File: config.mk
export PLATFORM = sky130hd
export DESIGN_NAME = sync_byte_shifter
export DESIGN_NICKNAME = d
export VERILOG_FILES = /design/src/rtl/sync_byte_shifter.sv
export SDC_FILE = /design/constraint.sdc
export NUM_CORES = 1
export LEC_CHECK = 0
export ABC_AREA = 1
export BUFFER_PORTS_ARGS = -buffer_cell sky130_fd_sc_hd__buf_2
export CORE_ASPECT_RATIO = 0.6
export CORE_MARGIN = 5
export CORE_UTILIZATION = 54
export CTS_BUF_LIST = sky130_fd_sc_hd__clkbuf_16
export CTS_CLUSTER_SIZE = 25
export DETAILED_ROUTE_END_ITERATION = 16
export PLACE_DENSITY = 0.78
export SETUP_SLACK_MARGIN = 0.15
export SKIP_LAST_GASP = 1
export SYNTH_ARGS = -nofsm -noshare
export SYNTH_HDL_FRONTEND = slang
export SYNTH_SLANG_ARGS = --single-unit
File: constraint.sdc
create_clock -name clk -period 1.73 [get_ports clk]
set_input_delay 0.173 -clock clk [delete_from_list [all_inputs] [get_ports clk]]
set_output_delay 0.173 -clock clk [all_outputs]
set_load 0.02 [all_outputs]
File: src/rtl/sync_byte_shifter.sv
module sync_byte_shifter #(
  parameter int DIV = 8
) (
  input  logic       clk,
  input  logic       rst_n,
  input  logic       wr_en,
  input  logic [7:0] wr_data,
  output logic [7:0] rd_data,
  input  logic       start,
  input  logic       dir_rx,
  input  logic       clk_idle_low,
  input  logic       hold_both,
  input  logic       line_force,
  output logic       done,
  output logic       sclk_o,
  output logic       sda_o,
  output logic       sda_oe,
  input  logic       sda_i
);
  localparam int CW = $clog2(DIV);
  localparam int HALF = DIV / 2;
  localparam int QTR = DIV / 4;

  logic          busy, rx_l, hold_l, dout;
  logic [CW-1:0] cnt;
  logic [2:0]    bidx;
  logic [7:0]    txb, rxb;
  logic          last_ph;

  assign last_ph = (cnt == CW'(DIV - 1));

  always_ff @(posedge clk) begin
    if (!rst_n) begin
      busy   <= 1'b0;
      done   <= 1'b0;
      rx_l   <= 1'b0;
      hold_l <= 1'b0;
      dout   <= 1'b1;
      cnt    <= '0;
      bidx   <= '0;
      txb    <= '0;
      rxb    <= '0;
    end else if (!busy) begin
      if (wr_en) txb <= wr_data;
      if (start) begin
        busy   <= 1'b1;
        done   <= 1'b0;
        cnt    <= '0;
        bidx   <= '0;
        rx_l   <= dir_rx;
        hold_l <= hold_both;
        dout   <= hold_both ? line_force : (wr_en ? wr_data[0] : txb[0]);
      end
    end else begin
      cnt <= last_ph ? '0 : cnt + CW'(1);
      if (rx_l && cnt == CW'(HALF - 1)) rxb[bidx] <= sda_i;
      if (hold_l && cnt == CW'(QTR - 1)) dout <= txb[bidx];
      if (last_ph) begin
        if (bidx == 3'd7) begin
          busy <= 1'b0;
          done <= 1'b1;
        end else begin
          bidx <= bidx + 3'd1;
          if (!hold_l) dout <= txb[bidx + 3'd1];
        end
      end
    end
  end

  assign sclk_o  = busy ? (cnt >= CW'(HALF)) : ~clk_idle_low;
  assign sda_o   = busy ? dout : line_force;
  assign sda_oe  = ~(busy & rx_l);
  assign rd_data = rxb;
endmodule

# Word-level counts from Yosys, hierarchy flattened
# Cells that the tools add are included.
# totals
output_inout_bits,12
regBits,27
# classes
bitwise,4
eq_ne,7
mux,31
n_lt_le_gt_ge,4
n_addsub,2
n_reduce_logical,9
# op_table
op,n
1-bit 2-to-1 mux,21
3-bit 2-to-1 mux,6
8-bit bitwise mux,1
3-bit by 4-bit < comparator with 1-bit output (second input constant),2
3-bit by 1-bit adder with 3-bit output (second input constant),2
1-bit binary-select mux with 3-bit select,2
3-bit == test (second input constant),2
2-bit AND reduction,3
3-bit AND reduction,2
2-bit by 1-bit != test with 1-bit output (second input constant),2
1-bit demux with 3-bit select,1
3-bit by 1-bit == test with 1-bit output (second input constant),1
3-bit by 2-bit == test with 1-bit output (second input constant),1
3-bit by 1-bit >= comparator with 1-bit output (second input constant),1
3-bit >= comparator (second input constant),1
1-bit logical AND,3
1-bit NOT,3
2-bit != test (second input constant),1
2-bit nonzero test,1
1-bit AND,1

# Longest topological paths before layout
# depth
ltp_word,7
mapped_depth,11
mapped_depth_nobuf,9

# Least setup slack after synthesis
# OpenSTA, ideal clock, no wires.
# synth_path
kind,register to register
start,reg cnt[0]
end,reg dout
required_ns,1.613
n_path_buf,0
setup_ns,0.117
slack_ns,0.329
stages_incl_launch_ff,9
t_arrival_ns,1.284
path_cell_list,dfxtp_1 ha_1 ha_1 inv_1 nor3_1 a21o_2 o21bai_2 nand2_1 nand2_1
# synth_between
elab_chain_cells,7
word_cells_on_any_way,8
cone_classes,eq/ne: 2; mux: 5; reduce/logical: 1
# synth_lines
element,line_no,text
from (decl),25,logic [CW-1:0] cnt;
from (signal assigned),55,cnt <= last_ph ? '0 : cnt + CW'(1);
3-bit by 1-bit == test with 1-bit output,57,if (hold_l && cnt == CW'(QTR - 1)) dout <= txb[bidx];
1-bit logical AND,57,
1-bit 2-to-1 mux,57,
1-bit 2-to-1 mux,64,if (!hold_l) dout <= txb[bidx + 3'd1];
1-bit 2-to-1 mux,59,if (bidx == 3'd7) begin
1-bit 2-to-1 mux (*),58,if (last_ph) begin
1-bit 2-to-1 mux (*),43,end else if (!busy) begin
to (signal assigned),52,dout <= hold_both ? line_force : (wr_en ? wr_data[0] : txb[0]);
to (signal assigned),57,
to (signal assigned),64,
to (decl),24,"logic busy, rx_l, hold_l, dout;"
# Mark *: on every way between the ends. The rest lies on a longest branch, timed or not.
# A chain may end at the register's enable or synchronous reset.

# Worst setup path after layout
# Same ends and word-level chain as after synthesis.

==> reports/qor.csv <==
stage,metric,value,unit
run_status,status,"complete, no violations",
clock_network,CTS Sinks,27,
worst_setup_path,biggest cell delay along the critical path,0.34,ns
hold_path,worst hold path class,input pin to flip-flop,
clock_network,clk slew on worst S/H paths,0.07,ns
worst_setup_path,Required @ worst endpoint,1.88,ns
sta,worst-margin pin slew,0.5000,ns
clock_network,TritonCTS clock tree,built,
worst_setup_path,CP bufs+invs,1,
place,GPL Wtd Cong,0.8277,
route,drt drc,0,
worst_setup_path,CP most frequent cell,nand2_1,
clock_network,CTS H-tree lvls,1,
power,Pleak,0.7374,nW
yosys,Avg Inst Size Synth,7.314,µm²
die,row count,14,
worst_setup_path,crit path DAT,1.65,ns
yosys,Syn Inst Count,201,
die,Initial Utilization,0.5749,
die,Die ar.,3900,µm²
sta,Max Slew Vio Count,0,
cells_and_area,Non-Filler Instances,260,
die,core area,2557,µm²
yosys,Syn Nets,224,
route,1st-iter DRT viols,74,
die,die height,50.42,µm
die,I/O pins,29,
cells_and_area,diode count,0,
clock_network,Root Driver,clkbuf_16,
clock_network,CTS Buf Count,3,
clock_network,postcts setup bufs,0,
sta,FMAX,668.1,MHz
global_routing,gr usage total,0.1572,
sta,RSZ-0062 raised after global routing,false,
worst_setup_path,CP Capture Type,flip-flop,
global_routing,initial antenna violation count,0,
yosys,synthesized area,1470,µm²
worst_setup_path,Crit path max-delay family,adder cells,
yosys,Yosys warnings,0,
sta,final hold vios,0,
clock_network,insertion delay to the later sink of the worst-skew pair,0.26,ns
yosys,register area share after synthesis,0.3677,
sta,Worst Skew,0.002864,ns
sta,Final Setup Violations,0,
route,final antenna-violating net count,0,
place,Post-Place Cells,256,
cells_and_area,most frequent cells in the layout,"52 x nand2_1, 28 x buf_2, 26 x a21oi_1, 26 x dfxtp_1, 21 x nand3_1",
sta,setup_tns,0,ns
place,hpwl dp,2.310,mm
sta,final worst path period need,1.497,ns
power,PwrDens,776.8,nW/µm²
yosys,post-synthesis register bit count,27,
route,final WL,3.046,mm
cells_and_area,nets,252,
global_routing,vias in the first global route,1138,
power,peak supply drop,0.0004898,V
route,vias,1326,
global_routing,largest net degree at the start of global routing,19,
worst_setup_path,Setup crit start kind,flip-flop,
route,WL/cell,11.72,µm
cells_and_area,ratio of cells with drive above 1 in the final layout,0.2500,
route,1st-pass router iterations,4,
global_routing,global route total overflow,0,
worst_setup_path,crit-path max FO,4,
cells_and_area,Layout area overhead,15.40,%
yosys,count of cell types in the netlist,31,
worst_setup_path,crit-path cells,"ha_1, ha_2, inv_1, nor3_2, a21o_2, o21bai_2, nand2_1, nand2_1",
power,Final Power,0.001318,W
global_routing,first-pass GRT wire length,5.071,mm
clock_network,CTS max path bufs,2,
worst_setup_path,CP max-delay cell,dfxtp_1,
die,die width,77.36,µm
route,Vias/cell,5.100,
sta,period utilization,0.8652,
sta,max_slew headroom,0.6646,
worst_setup_path,Setup CP Type,flip-flop to flip-flop,
cells_and_area,"most common cell after layout, fill and taps aside",nand2_1,
place,IO buf count,28,
flow_run,max-capacitance violation count,0,
routing by layer:
metal  track usage  vias to the layer above  share of wire
met5             0                        -              0
li1              -                      711              -
met3       0.05179                        4          0.059
met4       0.02571                        0         0.0046
met1        0.2263                      580           0.53
met2        0.2318                       31           0.41
what timing repair did:
action / 4_1_cts / 5_1_grt
resized for setup: 0 / 3
endpoints found under the setup margin: 0 / 1
hold buffers: 0 / 0
cells by family (layout without fill, tap and decap cells):
kind of cell | after synthesis | in the layout | synth area share
flip-flops | 27 | 27 | 0.3677
adder cells (fa/ha/maj) | 6 | 6 | 0.05106
AO/OA/AOI/OAI | 38 | 38 | 0.1379
AND/OR/NAND/NOR | 101 | 101 | 0.3447
buffers and inverters | 29 | 56 | 0.09872
layout make-up:
class                      count  area, µm²
sequential                    27      541.8
inverter                      22      88.84
multi-input combinational    145      792.0
fill                         237      860.8
clock inverter                 1      3.754
tap                           32      40.04
timing repair buffer          30      155.1
clock buffer                   3      75.07
through the flow:
| stage | instance area (µm²) | hold slack, ns | utilization | setup slack [ns] |
|---|---|---|---|---|
| floorplan | 1470 | 0.3385 | - | 0.3294 |
| global placement | 1609 | 0.4484 | 0.6292 | 0.2914 |
| detailed placement | 1609 | 0.4429 | 0.6292 | 0.2131 |
| CTS | 1688 | 0.1731 | 0.6600 | 0.2039 |
| global route | 1697 | 0.1987 | 0.6634 | 0.1712 |
| finish | 1697 | 0.1783 | 0.6634 | 0.2332 |
power by group:
group,total (W),internal (W),switching (W),leakage [nW]
sequential,0.000662,0.000645,0.0000169,0.221
clock,0.000519,0.000309,0.000209,0.0423
combinational,0.000137,0.0000537,0.0000830,0.474
total,0.00132,0.00101,0.000309,0.737
path summary, 6_finish.rpt:
check,start,endpoint,slack [ns],depth (start not counted)
setup / recovery,cnt[0],dout,0.23,8
setup reg to reg,cnt[0],dout,0.23,8
hold / removal,wr_data[5],txb[5],0.18,3
hold reg to reg,rd_data[3],rd_data[3],0.46,2
registers in the layout (all words and copies together) (netlist names):
register	count
txb	8
rx_l	1
bidx	3
rd_data	8
cnt	3
done	1
dout	1
hold_l	1
busy	1
cells in the mapped netlist:
| library cell | instances | area share |
|---|---|---|
| nand2_1 | 52 | 0.13 |
| dfxtp_1 | 27 | 0.37 |
| a21oi_1 | 26 | 0.089 |
| nand3_1 | 21 | 0.071 |
| inv_1 | 18 | 0.046 |
| o21ai_0 | 7 | 0.024 |
| ha_1 | 6 | 0.051 |
| nor2_1 | 6 | 0.015 |
| nor3_1 | 5 | 0.017 |
| nand2_2 | 4 | 0.017 |
| nand3_2 | 3 | 0.020 |
| nor2_2 | 3 | 0.013 |
| buf_2 | 2 | 0.0068 |
| clkbuf_1 | 2 | 0.0051 |
| nand2_4 | 2 | 0.015 |
| o21ai_1 | 2 | 0.0068 |
| a211oi_1 | 1 | 0.0051 |
| a21o_2 | 1 | 0.0060 |
| buf_12 | 1 | 0.014 |
| buf_4 | 1 | 0.0051 |
| buf_6 | 1 | 0.0077 |
| clkinv_1 | 1 | 0.0026 |
| clkinv_2 | 1 | 0.0034 |
| inv_2 | 1 | 0.0026 |
| inv_6 | 1 | 0.0060 |
| nand3_4 | 1 | 0.012 |
| nand3b_1 | 1 | 0.0051 |
| nor2_4 | 1 | 0.0077 |
| nor2_8 | 1 | 0.014 |
| o21bai_2 | 1 | 0.0077 |
| or2_2 | 1 | 0.0043 |
worst min-delay path, cell delays in order:
cell	delay, ns
buf_2	0.07
o21ai_1	0.05
a21oi_1	0.10
Power figures use the tool's default switching activity.
